**src/rtl/simd_sat_pkg.sv**
```systemverilog
package simd_sat_pkg;

    localparam int SLICE_W    = 8;
    localparam int NUM_SLICES = 4;
    localparam int DATA_W     = SLICE_W * NUM_SLICES;
    localparam int MODE_W     = 2;
    localparam int MODE_MAX   = $clog2(NUM_SLICES);
    localparam int IDX_W      = (NUM_SLICES > 1) ? $clog2(NUM_SLICES) : 1;

    typedef enum logic [MODE_W-1:0] {
        LANES_WIDE   = 2'd0,
        LANES_HALF   = 2'd1,
        LANES_NARROW = 2'd2,
        LANES_ALIAS  = 2'd3
    } lane_mode_e;

    typedef struct packed {
        logic [DATA_W-1:0] data;
        logic              clamped;
    } lane_result_t;

    // Number of slices that make up one lane in the given mode.
    function automatic int unsigned slices_per_lane(lane_mode_e m);
        int unsigned sh;
        sh = (int'(m) > MODE_MAX) ? MODE_MAX : int'(m);
        return NUM_SLICES >> sh;
    endfunction

endpackage

```
**src/rtl/simd_slice.sv**
```systemverilog
module simd_slice #(
    parameter int W = 8
) (
    input  logic [W-1:0] a,
    input  logic [W-1:0] b,
    input  logic         invert,
    input  logic         cin,
    output logic [W-1:0] sum,
    output logic         cout,
    output logic         ovf,
    output logic         pos_dir
);
    logic [W-1:0] b_eff;
    logic [W:0]   full;

    always_comb begin
        b_eff   = b ^ {W{invert}};
        full    = {1'b0, a} + {1'b0, b_eff} + {{W{1'b0}}, cin};
        sum     = full[W-1:0];
        cout    = full[W];
        // Signed overflow if this slice holds a lane's sign bit.
        ovf     = (a[W-1] == b_eff[W-1]) && (sum[W-1] != a[W-1]);
        // On overflow the exact result shares the sign of a.
        pos_dir = ~a[W-1];
    end
endmodule

```
**src/rtl/simd_lane_ctrl.sv**
```systemverilog
module simd_lane_ctrl
    import simd_sat_pkg::*;
#(
    parameter int NS = NUM_SLICES,
    parameter int IW = IDX_W
) (
    input  lane_mode_e           mode,
    output logic [NS-1:0]        lane_start,
    output logic [NS-1:0]        lane_last,
    output logic [NS-1:0][IW-1:0] last_idx
);
    int unsigned grp;

    always_comb begin
        grp = slices_per_lane(mode);
        for (int k = 0; k < NS; k++) begin
            lane_start[k] = ((k % grp) == 0);
            lane_last[k]  = ((k % grp) == grp - 1);
            last_idx[k]   = IW'(k | (grp - 1));
        end
    end
endmodule

```
**src/rtl/simd_clamp.sv**
```systemverilog
module simd_clamp
    import simd_sat_pkg::*;
#(
    parameter int W  = SLICE_W,
    parameter int NS = NUM_SLICES,
    parameter int IW = IDX_W
) (
    input  logic [NS*W-1:0]        raw,
    input  logic [NS-1:0]          ovf,
    input  logic [NS-1:0]          pos_dir,
    input  logic [NS-1:0]          lane_last,
    input  logic [NS-1:0][IW-1:0]  last_idx,
    input  logic                   sat_en,
    output lane_result_t           res
);
    int e;

    always_comb begin
        res.data    = raw;
        res.clamped = sat_en && |(ovf & lane_last);
        for (int k = 0; k < NS; k++) begin
            e = int'(last_idx[k]);
            if (sat_en && ovf[e]) begin
                if (k == e)
                    res.data[k*W +: W] = pos_dir[e] ? {1'b0, {(W-1){1'b1}}}
                                                    : {1'b1, {(W-1){1'b0}}};
                else
                    res.data[k*W +: W] = {W{pos_dir[e]}};
            end
        end
    end
endmodule

```
**src/rtl/simd_sat_adder.sv**
```systemverilog
module simd_sat_adder
    import simd_sat_pkg::*;
(
    input  logic              clk,
    input  logic              rst,
    input  logic              in_valid,
    input  logic [DATA_W-1:0] op_a,
    input  logic [DATA_W-1:0] op_b,
    input  logic [MODE_W-1:0] lane_mode,
    input  logic              sub_en,
    input  logic              sat_en,
    input  logic              sat_clr,
    output logic              out_valid,
    output logic [DATA_W-1:0] result,
    output logic              sat_flag
);
    logic [NUM_SLICES-1:0]            lane_start;
    logic [NUM_SLICES-1:0]            lane_last;
    logic [NUM_SLICES-1:0][IDX_W-1:0] last_idx;
    logic [NUM_SLICES-1:0]            carry;
    logic [NUM_SLICES-1:0]            cin;
    logic [NUM_SLICES-1:0]            ovf;
    logic [NUM_SLICES-1:0]            pos_dir;
    logic [DATA_W-1:0]                raw;
    lane_result_t                     comb_res;

    simd_lane_ctrl #(.NS(NUM_SLICES), .IW(IDX_W)) u_ctrl (
        .mode       (lane_mode_e'(lane_mode)),
        .lane_start (lane_start),
        .lane_last  (lane_last),
        .last_idx   (last_idx)
    );

    genvar k;
    generate
        for (k = 0; k < NUM_SLICES; k++) begin : g_slice
            if (k == 0) begin : g_first
                assign cin[k] = sub_en;
            end else begin : g_rest
                // A lane boundary restarts the chain with the op's own carry-in.
                assign cin[k] = lane_start[k] ? sub_en : carry[k-1];
            end
            simd_slice #(.W(SLICE_W)) u_slice (
                .a       (op_a[k*SLICE_W +: SLICE_W]),
                .b       (op_b[k*SLICE_W +: SLICE_W]),
                .invert  (sub_en),
                .cin     (cin[k]),
                .sum     (raw[k*SLICE_W +: SLICE_W]),
                .cout    (carry[k]),
                .ovf     (ovf[k]),
                .pos_dir (pos_dir[k])
            );
        end
    endgenerate

    simd_clamp #(.W(SLICE_W), .NS(NUM_SLICES), .IW(IDX_W)) u_clamp (
        .raw       (raw),
        .ovf       (ovf),
        .pos_dir   (pos_dir),
        .lane_last (lane_last),
        .last_idx  (last_idx),
        .sat_en    (sat_en),
        .res       (comb_res)
    );

    always_ff @(posedge clk) begin
        if (rst) begin
            out_valid <= 1'b0;
            result    <= '0;
            sat_flag  <= 1'b0;
        end else begin
            out_valid <= in_valid;
            if (in_valid)
                result <= comb_res.data;
            if (in_valid && comb_res.clamped)
                sat_flag <= 1'b1;
            else if (sat_clr)
                sat_flag <= 1'b0;
        end
    end
endmodule

```
**config.mk**
```make
export PLATFORM = sky130hd
export DESIGN_NAME = simd_sat_adder
export DESIGN_NICKNAME = d
export VERILOG_FILES = /design/src/rtl/simd_sat_pkg.sv /design/src/rtl/simd_slice.sv /design/src/rtl/simd_lane_ctrl.sv /design/src/rtl/simd_clamp.sv /design/src/rtl/simd_sat_adder.sv
export SDC_FILE = /design/constraint.sdc
export NUM_CORES = 1
export LEC_CHECK = 0
export BUFFER_PORTS_ARGS = -buffer_cell sky130_fd_sc_hd__buf_2
export CELL_PAD_IN_SITES_DETAIL_PLACEMENT = 0
export CELL_PAD_IN_SITES_GLOBAL_PLACEMENT = 1
export CORE_MARGIN = 2
export CORE_UTILIZATION = 37
export CTS_CLUSTER_SIZE = 8
export DETAILED_ROUTE_END_ITERATION = 16
export GPL_TIMING_DRIVEN = 0
export PLACE_DENSITY_LB_ADDON = 0.05
export SYNTH_ARGS = -nofsm -noshare
export SYNTH_HDL_FRONTEND = slang
export SYNTH_SLANG_ARGS = --single-unit
```
**constraint.sdc**
```tcl
create_clock -name clk -period 10.8 [get_ports clk]
set_clock_uncertainty 0.2 [all_clocks]
set_input_delay 2.16 -clock clk [delete_from_list [all_inputs] [get_ports clk]]
set_output_delay 2.16 -clock clk [all_outputs]
set_load 0.01 [all_outputs]
```
==> results of run 1 <==
[path summary, 6_finish.rpt]
| path | startpoint | end | cells after the start |
|---|---|---|---|
| setup reg to reg | result[15] | result[15] | 1 |
| hold / removal | result[23] | result[23] | 1 |
| hold reg to reg | result[23] | result[23] | 1 |
| setup / recovery | sub_en | result[14] | 37 |
[power breakdown]
part           total [uW]  leakage, uW  switching [uW]  internal [uW]
Clock                93.0    0.0000383            48.5           44.5
Sequential            152     0.000282            8.54            143
Combinational         229      0.00156             126            102
[synthesized netlist by cell type (5+ instances only)]
cell type | count | area, sq um
a21oi_1 | 20 | 100.1
ha_1 | 27 | 337.8
a211oi_1 | 9 | 67.56
o21ai_0 | 17 | 85.08
o211ai_1 | 8 | 60.06
o21a_1 | 5 | 37.54
inv_1 | 17 | 63.81
xor2_1 | 37 | 324.1
fa_1 | 7 | 140.1
nor2b_1 | 7 | 43.79
nand2b_1 | 8 | 50.05
a21o_1 | 9 | 67.56
nor2_1 | 45 | 168.9
clkbuf_1 | 13 | 48.80
nand2_1 | 33 | 123.9
nand3_1 | 6 | 30.03
xnor2_1 | 12 | 105.1
a311oi_1 | 8 | 70.07
nor3_1 | 13 | 65.06
dfxtp_1 | 34 | 680.7
[cell families (layout without fill, tap and decap cells)]
family | after synthesis | count (layout) | synth area share, %
adder cells (fa/ha/maj) | 34 | 34 | 14.82
multiplexers | 5 | 5 | 2.017
buffers and inverters | 32 | 142 | 3.995
AO/OA/AOI/OAI | 110 | 110 | 26.03
AND/OR/NAND/NOR | 127 | 127 | 18.23
flip-flops | 34 | 34 | 21.10
XOR/XNOR | 50 | 50 | 13.81
[layout by cell type (no fill, tap or decap), drive strengths merged, types with 12 or more instances in the layout]
| cell type | Yosys | final |
|---|---|---|
| xnor2 | 12 | 12 |
| buf | 2 | 105 |
| ha | 27 | 27 |
| a21oi | 21 | 21 |
| nand2 | 33 | 33 |
| nor3 | 14 | 14 |
| inv | 17 | 17 |
| nor2 | 45 | 45 |
| clkbuf | 13 | 20 |
| dfxtp | 34 | 34 |
| xor2 | 38 | 38 |
| o21ai | 19 | 19 |
[per-stage QoR]
stage	worst slack, ps	hold slack, ps	total power, uW	utilization (%)	cell area [sq um]
final	928.5	280.2	473.2	46.03	3955
after global routing	86.69	296.7	514.4	46.03	3955
after CTS	517.0	278.6	478.7	46.00	3953
after detailed placement	249.5	252.8	383.5	45.11	3876
after global placement	294.0	245.0	381.7	45.11	3876
after floorplan	1829	283.2	315.7	-	3226
[flip-flops by register name (all words and copies together), names as in the netlist]
signal / flops
out_valid: 1
result: 32
sat_flag: 1
[metal layers]
metal | wire length (um) | GRT usage (%)
met2 | 4226 | 32.89
met3 | 453 | 3.237
met5 | 0 | 0
met1 | 4414 | 26.80
met4 | 74 | 3.526
[repair_timing]
item | CTS | global route
buffers inserted | 0 | 0
hold buffers | 0 | 0
endpoints found under the setup margin | 0 | 24
resized for setup | 0 | 6
[cell type report]
cell class,count,area [sq um],share of cell area (%)
Multi-Input combinational cell,326,2416,61.09
Sequential cell,34,680.7,17.21
Timing Repair Buffer,103,515.5,13.03
Tap cell,108,135.1,3.417
Clock buffer,7,76.32,1.930
Buffer,15,67.56,1.708
Inverter,17,63.81,1.613
==> impl_metrics.env, run 1 <==
export IMPL_status="finished, final reports clean"
export IMPL_grt_pass1_wl_um=15220
export IMPL_min_path_type="reg2reg"
export IMPL_synthArstFlopShare_pct=0
export IMPL_cp_max_fo=10
export IMPL_finalCritPeriodShare_pct=91.40
export IMPL_yosysUniqueCellTypes=62
export IMPL_synth_yosys_seq_area_share_pct=21.10
export IMPL_arrival_ps=9820
export IMPL_r2r_slack_ps=9860
export IMPL_dieArea_sq_um=9481
export IMPL_cts_root_buf="clkbuf_8"
export IMPL_grt_pass1_vias=3079
export IMPL_setup_tns_ps=0
export IMPL_max_freq_mhz=101.3
export IMPL_cts_tree="built"
export IMPL_setup_viol=0
export IMPL_ant_nets=0
export IMPL_cts_sinks=34
export IMPL_fin_nets=608
export IMPL_report_final_slew_viol_count=0
export IMPL_power_density_nw_per_um2=119.6
export IMPL_worstPathRequired_ps=10740
export IMPL_start_util_pct=37.54
export IMPL_syn_nets=498
export IMPL_clk_latency_ps=290
export IMPL_worst_path_dominant_cell_family="compound AO/OA/AOI/OAI gates"
export IMPL_vias=3136
export IMPL_ys_flop_type="dfxtp_1"
export IMPL_vdd_drop_max_mv=0.04569
export IMPL_synth_warnings=0
export IMPL_rsz0062_at_grt="false"
export IMPL_critPathKind="in2reg"
export IMPL_fp_dieH_um=97.37
export IMPL_place_congestion=0.8235
export IMPL_rows=34
export IMPL_remaining_drc_errors=0
export IMPL_end_kind="flop"
export IMPL_die_w_um=97.37
export IMPL_num_io_pins=106
export IMPL_cap_violations=0
export IMPL_htreeDepth=2
export IMPL_viasPerCell=5.141
export IMPL_max_slew_margin_rel_pct=36.17
export IMPL_max_stage_delay_ps=470
export IMPL_max_slew_worst_pin_slew_ps=957.4
export IMPL_clkTransAtPathRegs_ps=80
export IMPL_avgSynthCellArea_sq_um=8.229
export IMPL_port_buffers=103
export IMPL_ys_ff_latch=34
export IMPL_drtIter0Drc=116
export IMPL_cp_common_cell="o21ai_0"
export IMPL_drt_first_pass_iters=4
export IMPL_path_buf_inv=3
export IMPL_coreArea_sq_um=8593
export IMPL_cts_buffers=5
export IMPL_num_antenna_cells=0
export IMPL_area_delta_synth_final_pct=22.61
export IMPL_start_kind="input pin"
export IMPL_leakagePower_uw=0.001877
export IMPL_synth_area_sq_um=3226
export IMPL_wirelength_um=9169
export IMPL_clockBufferDepth=2
export IMPL_finalCriticalPeriod_ps=9872
export IMPL_antenna_found_initial=0
export IMPL_synth_edf_count=0
export IMPL_slowest_stage="fa_1"
export IMPL_dp_cells=603
export IMPL_drive_above_1_share_pct=25.90
export IMPL_track_usage_pct=19.59
export IMPL_nFillCells=924
export IMPL_synth_cells=392
export IMPL_final_cells=610
export IMPL_finalHoldViolCount=0
export IMPL_overflow=0
export IMPL_hpwlAfterDp_um=7085
export IMPL_grt_max_degree=11
export IMPL_wl_per_cell_um=15.03
Power figures use the tool's default switching activity.
==> inputs of run 2 (changes only) <==
--- a/config.mk
+++ b/config.mk
@@ -13,6 +13,7 @@
 export CTS_CLUSTER_SIZE = 8
 export DETAILED_ROUTE_END_ITERATION = 16
 export GPL_TIMING_DRIVEN = 0
+export MAX_ROUTING_LAYER = met4
 export PLACE_DENSITY_LB_ADDON = 0.05
 export SYNTH_ARGS = -nofsm -noshare
 export SYNTH_HDL_FRONTEND = slang
==> impl_metrics.env, run 2 (synthesis gave the netlist of run 1 again) <==
export IMPL_drive_above_1_share_pct=25.90
export IMPL_critPathKind="in2reg"
export IMPL_cap_violations=0
export IMPL_area_delta_synth_final_pct=22.61
export IMPL_coreArea_sq_um=8593
export IMPL_antenna_found_initial=0
export IMPL_final_common_cell="buf_2"
export IMPL_htreeDepth=2
export IMPL_holdWs_ps=280.1
export IMPL_regMostFlops="result"
export IMPL_seq_area_sq_um=680.7
export IMPL_power_density_nw_per_um2=119.7
export IMPL_cts_buffers=5
export IMPL_reg2reg_to="result[15]"
export IMPL_track_usage_pct=20.14
export IMPL_report_final_slew_viol_count=0
export IMPL_largestRegisters="result x32, out_valid x1, sat_flag x1"
export IMPL_cp_common_cell="o21ai_0"
export IMPL_largest_reg_flops=32
export IMPL_worstPathRequired_ps=10750
export IMPL_layout_setup_ws_ps=926.8
export IMPL_cts_tree="built"
export IMPL_cp_startpoint="sub_en"
export IMPL_fp_dieH_um=97.37
export IMPL_wirelength_um=9165
export IMPL_status="finished, final reports clean"
export IMPL_finalCritPeriodShare_pct=91.42
export IMPL_slowest_stage="fa_1"
export IMPL_finalHoldViolCount=0
export IMPL_drtIter0Drc=100
export IMPL_vias=3145
export IMPL_grt_pass1_wl_um=15210
export IMPL_max_stage_delay_ps=470
export IMPL_clkTransAtPathRegs_ps=80
export IMPL_port_buffers=103
export IMPL_finalCriticalPeriod_ps=9873
export IMPL_num_io_pins=106
export IMPL_multi_input_area_sq_um=2416
export IMPL_grt_max_degree=11
export IMPL_arrival_ps=9820
export IMPL_place_ws_ps=249.5
export IMPL_setup_viol=0
export IMPL_grt_pass1_vias=3081
export IMPL_vdd_drop_max_mv=0.04587
export IMPL_cp_endpoint="result[14]"
export IMPL_cts_root_buf="clkbuf_8"
export IMPL_remaining_drc_errors=0
export IMPL_wl_per_cell_um=15.02
export IMPL_cts_sinks=34
export IMPL_rsz0062_at_grt="false"
export IMPL_r2r_slack_ps=9860
export IMPL_ant_nets=0
export IMPL_whs_path_depth=1
export IMPL_final_cell_mix="104 x buf_2, 45 x nor2_1, 37 x xor2_1, 34 x dfxtp_1, 33 x nand2_1"
export IMPL_design_area_sq_um=3955
export IMPL_nFillCells=924
export IMPL_hpwlAfterDp_um=7085
export IMPL_r2r_cells=1
export IMPL_die_w_um=97.37
export IMPL_place_congestion=0.8359
export IMPL_place_area_sq_um=3876
export IMPL_max_slew_margin_rel_pct=35.53
export IMPL_overflow=0
export IMPL_dieArea_sq_um=9481
export IMPL_reg2reg_from="result[15]"
export IMPL_drt_first_pass_iters=4
export IMPL_start_util_pct=37.54
export IMPL_leakagePower_uw=0.001877
export IMPL_viasPerCell=5.156
export IMPL_num_antenna_cells=0
export IMPL_clockBufferDepth=2
export IMPL_min_path_type="reg2reg"
export IMPL_setup_tns_ps=0
export IMPL_end_kind="flop"
export IMPL_max_freq_mhz=101.3
export IMPL_fin_nets=608
export IMPL_clk_latency_ps=290
export IMPL_rows=34
export IMPL_start_kind="input pin"
export IMPL_cp_max_fo=10
export IMPL_max_slew_worst_pin_slew_ps=967.1
export IMPL_cts_hold_buf=0
[run 2: final cells by class]
type                       count  share of cell area, %
buffer                        15                  1.708
timing repair buffer         103                  13.03
sequential                    34                  17.21
tap                          108                  3.417
clock buffer                   7                  1.930
multi-input combinational    326                  61.09
inverter                      17                  1.613
[run 2: repair_timing]
| action | in CTS | in global routing |
|---|---|---|
| setup buffers | 0 | 0 |
| gates resized for setup | 0 | 6 |
| endpoints found under the setup margin | 0 | 24 |
[run 2: worst min-delay path by stage]
stage / start / end / slack [ps]
2_1_floorplan: sat_flag / sat_flag / 280
3_3_place_gp: result[23] / result[23] / 240
6_report: result[23] / result[23] / 280
5_1_grt: result[23] / result[23] / 300
3_5_place_dp: result[23] / result[23] / 250
4_1_cts: result[9] / result[9] / 280
[run 2: layer usage]
layer	GRT usage, %	routed length [um]
met1	27.15	4438
met2	32.89	4250
met3	2.662	397
met5	-	0
met4	3.526	79
[run 2: critical path, delay by kind of cell]
kind	cells	cell delay, ps
AND/OR/NAND/NOR	7	790
AO/OA/AOI/OAI	20	4230
adder cells (fa/ha/maj)	6	1820
buffers and inverters	3	570
XOR/XNOR	1	240
[run 2: metrics by stage]
step           power [uW]  utilization, %  instances
2_1_floorplan       315.7               -        392
3_3_place_gp        381.7           45.11        603
3_5_place_dp        383.5           45.11        603
4_1_cts             478.7           46.00        610
5_1_grt             514.3           46.03        610
6_report            473.5           46.03        610
[run 2: report_power, final]
part | leakage, uW | switching, uW | total [uW] | internal (uW)
Sequential | 0.000282 | 8.56 | 152 | 143
Clock | 0.0000383 | 48.9 | 93.4 | 44.5
Combinational | 0.00156 | 126 | 229 | 102
==> inputs of run 3 (changes only) <==
--- a/config.mk
+++ b/config.mk
@@ -9,7 +9,7 @@
 export CELL_PAD_IN_SITES_DETAIL_PLACEMENT = 0
 export CELL_PAD_IN_SITES_GLOBAL_PLACEMENT = 1
 export CORE_MARGIN = 2
-export CORE_UTILIZATION = 37
+export CORE_UTILIZATION = 35
 export CTS_CLUSTER_SIZE = 8
 export DETAILED_ROUTE_END_ITERATION = 16
 export GPL_TIMING_DRIVEN = 0
==> impl_metrics.env, run 3 (synthesis gave the netlist of run 1 again) <==
export IMPL_fp_dieH_um=100
export IMPL_drt_first_pass_iters=5
export IMPL_finalPower_uw=480.5
export IMPL_grt_pass1_wl_um=14660
export IMPL_overflow=0
export IMPL_p_int_uw=296.5
export IMPL_cap_violations=0
export IMPL_dieArea_sq_um=10000
export IMPL_finalCritPeriodShare_pct=91.70
export IMPL_max_slew_worst_pin_slew_ps=911.4
export IMPL_num_antenna_cells=0
export IMPL_num_io_pins=106
export IMPL_report_final_slew_viol_count=0
export IMPL_area_delta_synth_final_pct=23.16
export IMPL_finalCriticalPeriod_ps=9904
export IMPL_setup_tns_ps=0
export IMPL_power_density_nw_per_um2=121.0
export IMPL_p_clk_share_pct=21.0
export IMPL_antenna_found_initial=0
export IMPL_vdd_drop_max_mv=0.04935
export IMPL_cts_buffers=5
export IMPL_arrival_ps=9900
export IMPL_die_w_um=100
export IMPL_setup_viol=0
export IMPL_pwr_share_seq_pct=31.6
export IMPL_vias=3134
export IMPL_port_buffers=103
export IMPL_final_cell_mix="104 x buf_2, 45 x nor2_1, 37 x xor2_1, 34 x dfxtp_1, 33 x nand2_1"
export IMPL_status="finished, final reports clean"
export IMPL_end_kind="flop"
export IMPL_cts_hold_buf=0
export IMPL_nFillCells=960
export IMPL_htreeDepth=2
export IMPL_clockBufferDepth=2
export IMPL_final_common_cell="buf_2"
export IMPL_min_path_type="reg2reg"
export IMPL_fin_nets=608
export IMPL_hpwlAfterDp_um=7221
export IMPL_start_util_pct=35.41
export IMPL_max_stage_delay_ps=650
export IMPL_viasPerCell=5.104
export IMPL_remaining_drc_errors=0
export IMPL_largest_reg_flops=32
export IMPL_cp_max_fo=10
export IMPL_wirelength_um=8973
export IMPL_worstPathRequired_ps=10800
export IMPL_max_freq_mhz=101.0
export IMPL_regMostFlops="result"
export IMPL_ant_nets=0
export IMPL_drtIter0Drc=101
export IMPL_postCtsSetupRepairBufs=0
export IMPL_p_comb_share_pct=47.4
export IMPL_track_usage_pct=18.94
export IMPL_grt_pass1_vias=2990
export IMPL_finalHoldViolCount=0
export IMPL_cp_common_cell="o21ai_0"
export IMPL_cts_tree="built"
export IMPL_cts_sinks=34
export IMPL_place_congestion=0.7819
export IMPL_switching_share_pct=38.29
export IMPL_leakagePower_uw=0.001884
export IMPL_max_slew_margin_rel_pct=39.24
export IMPL_switchingPower_uw=184.0
export IMPL_drive_above_1_share_pct=26.04
export IMPL_rows=35
export IMPL_slowest_stage="clkbuf_1"
export IMPL_rsz0062_at_grt="false"
export IMPL_clk_latency_ps=280
export IMPL_largestRegisters="result x32, out_valid x1, sat_flag x1"
export IMPL_start_kind="input pin"
export IMPL_clkTransAtPathRegs_ps=70
export IMPL_grt_max_degree=11
export IMPL_critPathKind="in2reg"
export IMPL_cts_root_buf="clkbuf_8"
export IMPL_wl_per_cell_um=14.61
export IMPL_coreArea_sq_um=9109
run 3: cell types whose count changed in the layout (fill, tap and decap cells not counted):
cell	change
clkinv_2	+1
clkbuf_2	-1
clkbuf_8	+1
run 3: repair_timing:
| item | in CTS | in global routing |
|---|---|---|
| hold endpoints to repair | 0 | 0 |
| resized for setup | 0 | 3 |
| endpoints found under the setup margin | 0 | 5 |
run 3: cell type report:
class | count | area, sq um | share of cell area (%)
plain buffers | 15 | 66.31 | 1.669
clock inverters | 1 | 5.005 | 0.1260
well taps | 111 | 138.9 | 3.496
inverters | 17 | 63.81 | 1.606
clock buffers | 7 | 86.33 | 2.173
multi-input cells | 326 | 2416 | 60.82
repair buffers | 103 | 515.5 | 12.98
flip-flops and latches | 34 | 680.7 | 17.13
run 3: routing by layer:
layer / global-route usage [%] / routed length [um]
met1: 24.30 / 4252
met2: 32.43 / 4356
met5: - / 0
met4: 3.899 / 46
met3: 2.089 / 319
run 3: stage by stage:
step | worst slack, ps | instance area (sq um) | util [%] | cells | hold slack [ps]
2_1_floorplan | 1829 | 3226 | - | 392 | 283.2
6_report | 896.0 | 3973 | 43.61 | 614 | 260.1
3_5_place_dp | 376.2 | 3880 | 42.60 | 606 | 249.6
3_3_place_gp | 440.9 | 3880 | 42.60 | 606 | 249.6
5_1_grt | 42.21 | 3973 | 43.61 | 614 | 282.3
4_1_cts | 687.0 | 3971 | 43.60 | 614 | 266.1
run 3: worst max-delay path, delay by kind of cell:
family | cells | cell delay (ps)
XOR/XNOR | 1 | 150
buffers and inverters | 3 | 970
AO/OA/AOI/OAI | 20 | 3130
adder cells (fa/ha/maj) | 6 | 2430
AND/OR/NAND/NOR | 6 | 1070
run 3: final timing paths:
kind	slack (ps)	start	to	cells past startpoint
setup / recovery	900	sub_en	result[10]	36
hold / removal	260	result[23]	result[23]	1
setup reg to reg	9850	result[15]	result[15]	1
hold reg to reg	260	result[23]	result[23]	1
run 3: power by group through the flow:
stage / clock network [uW] / registers (uW) / logic, uW
2_1_floorplan: 0 / 162 / 153
3_3_place_gp: 0 / 155 / 229
3_5_place_dp: 0 / 155 / 230
4_1_cts: 104 / 152 / 231
5_1_grt: 109 / 155 / 258
6_report: 101 / 152 / 228
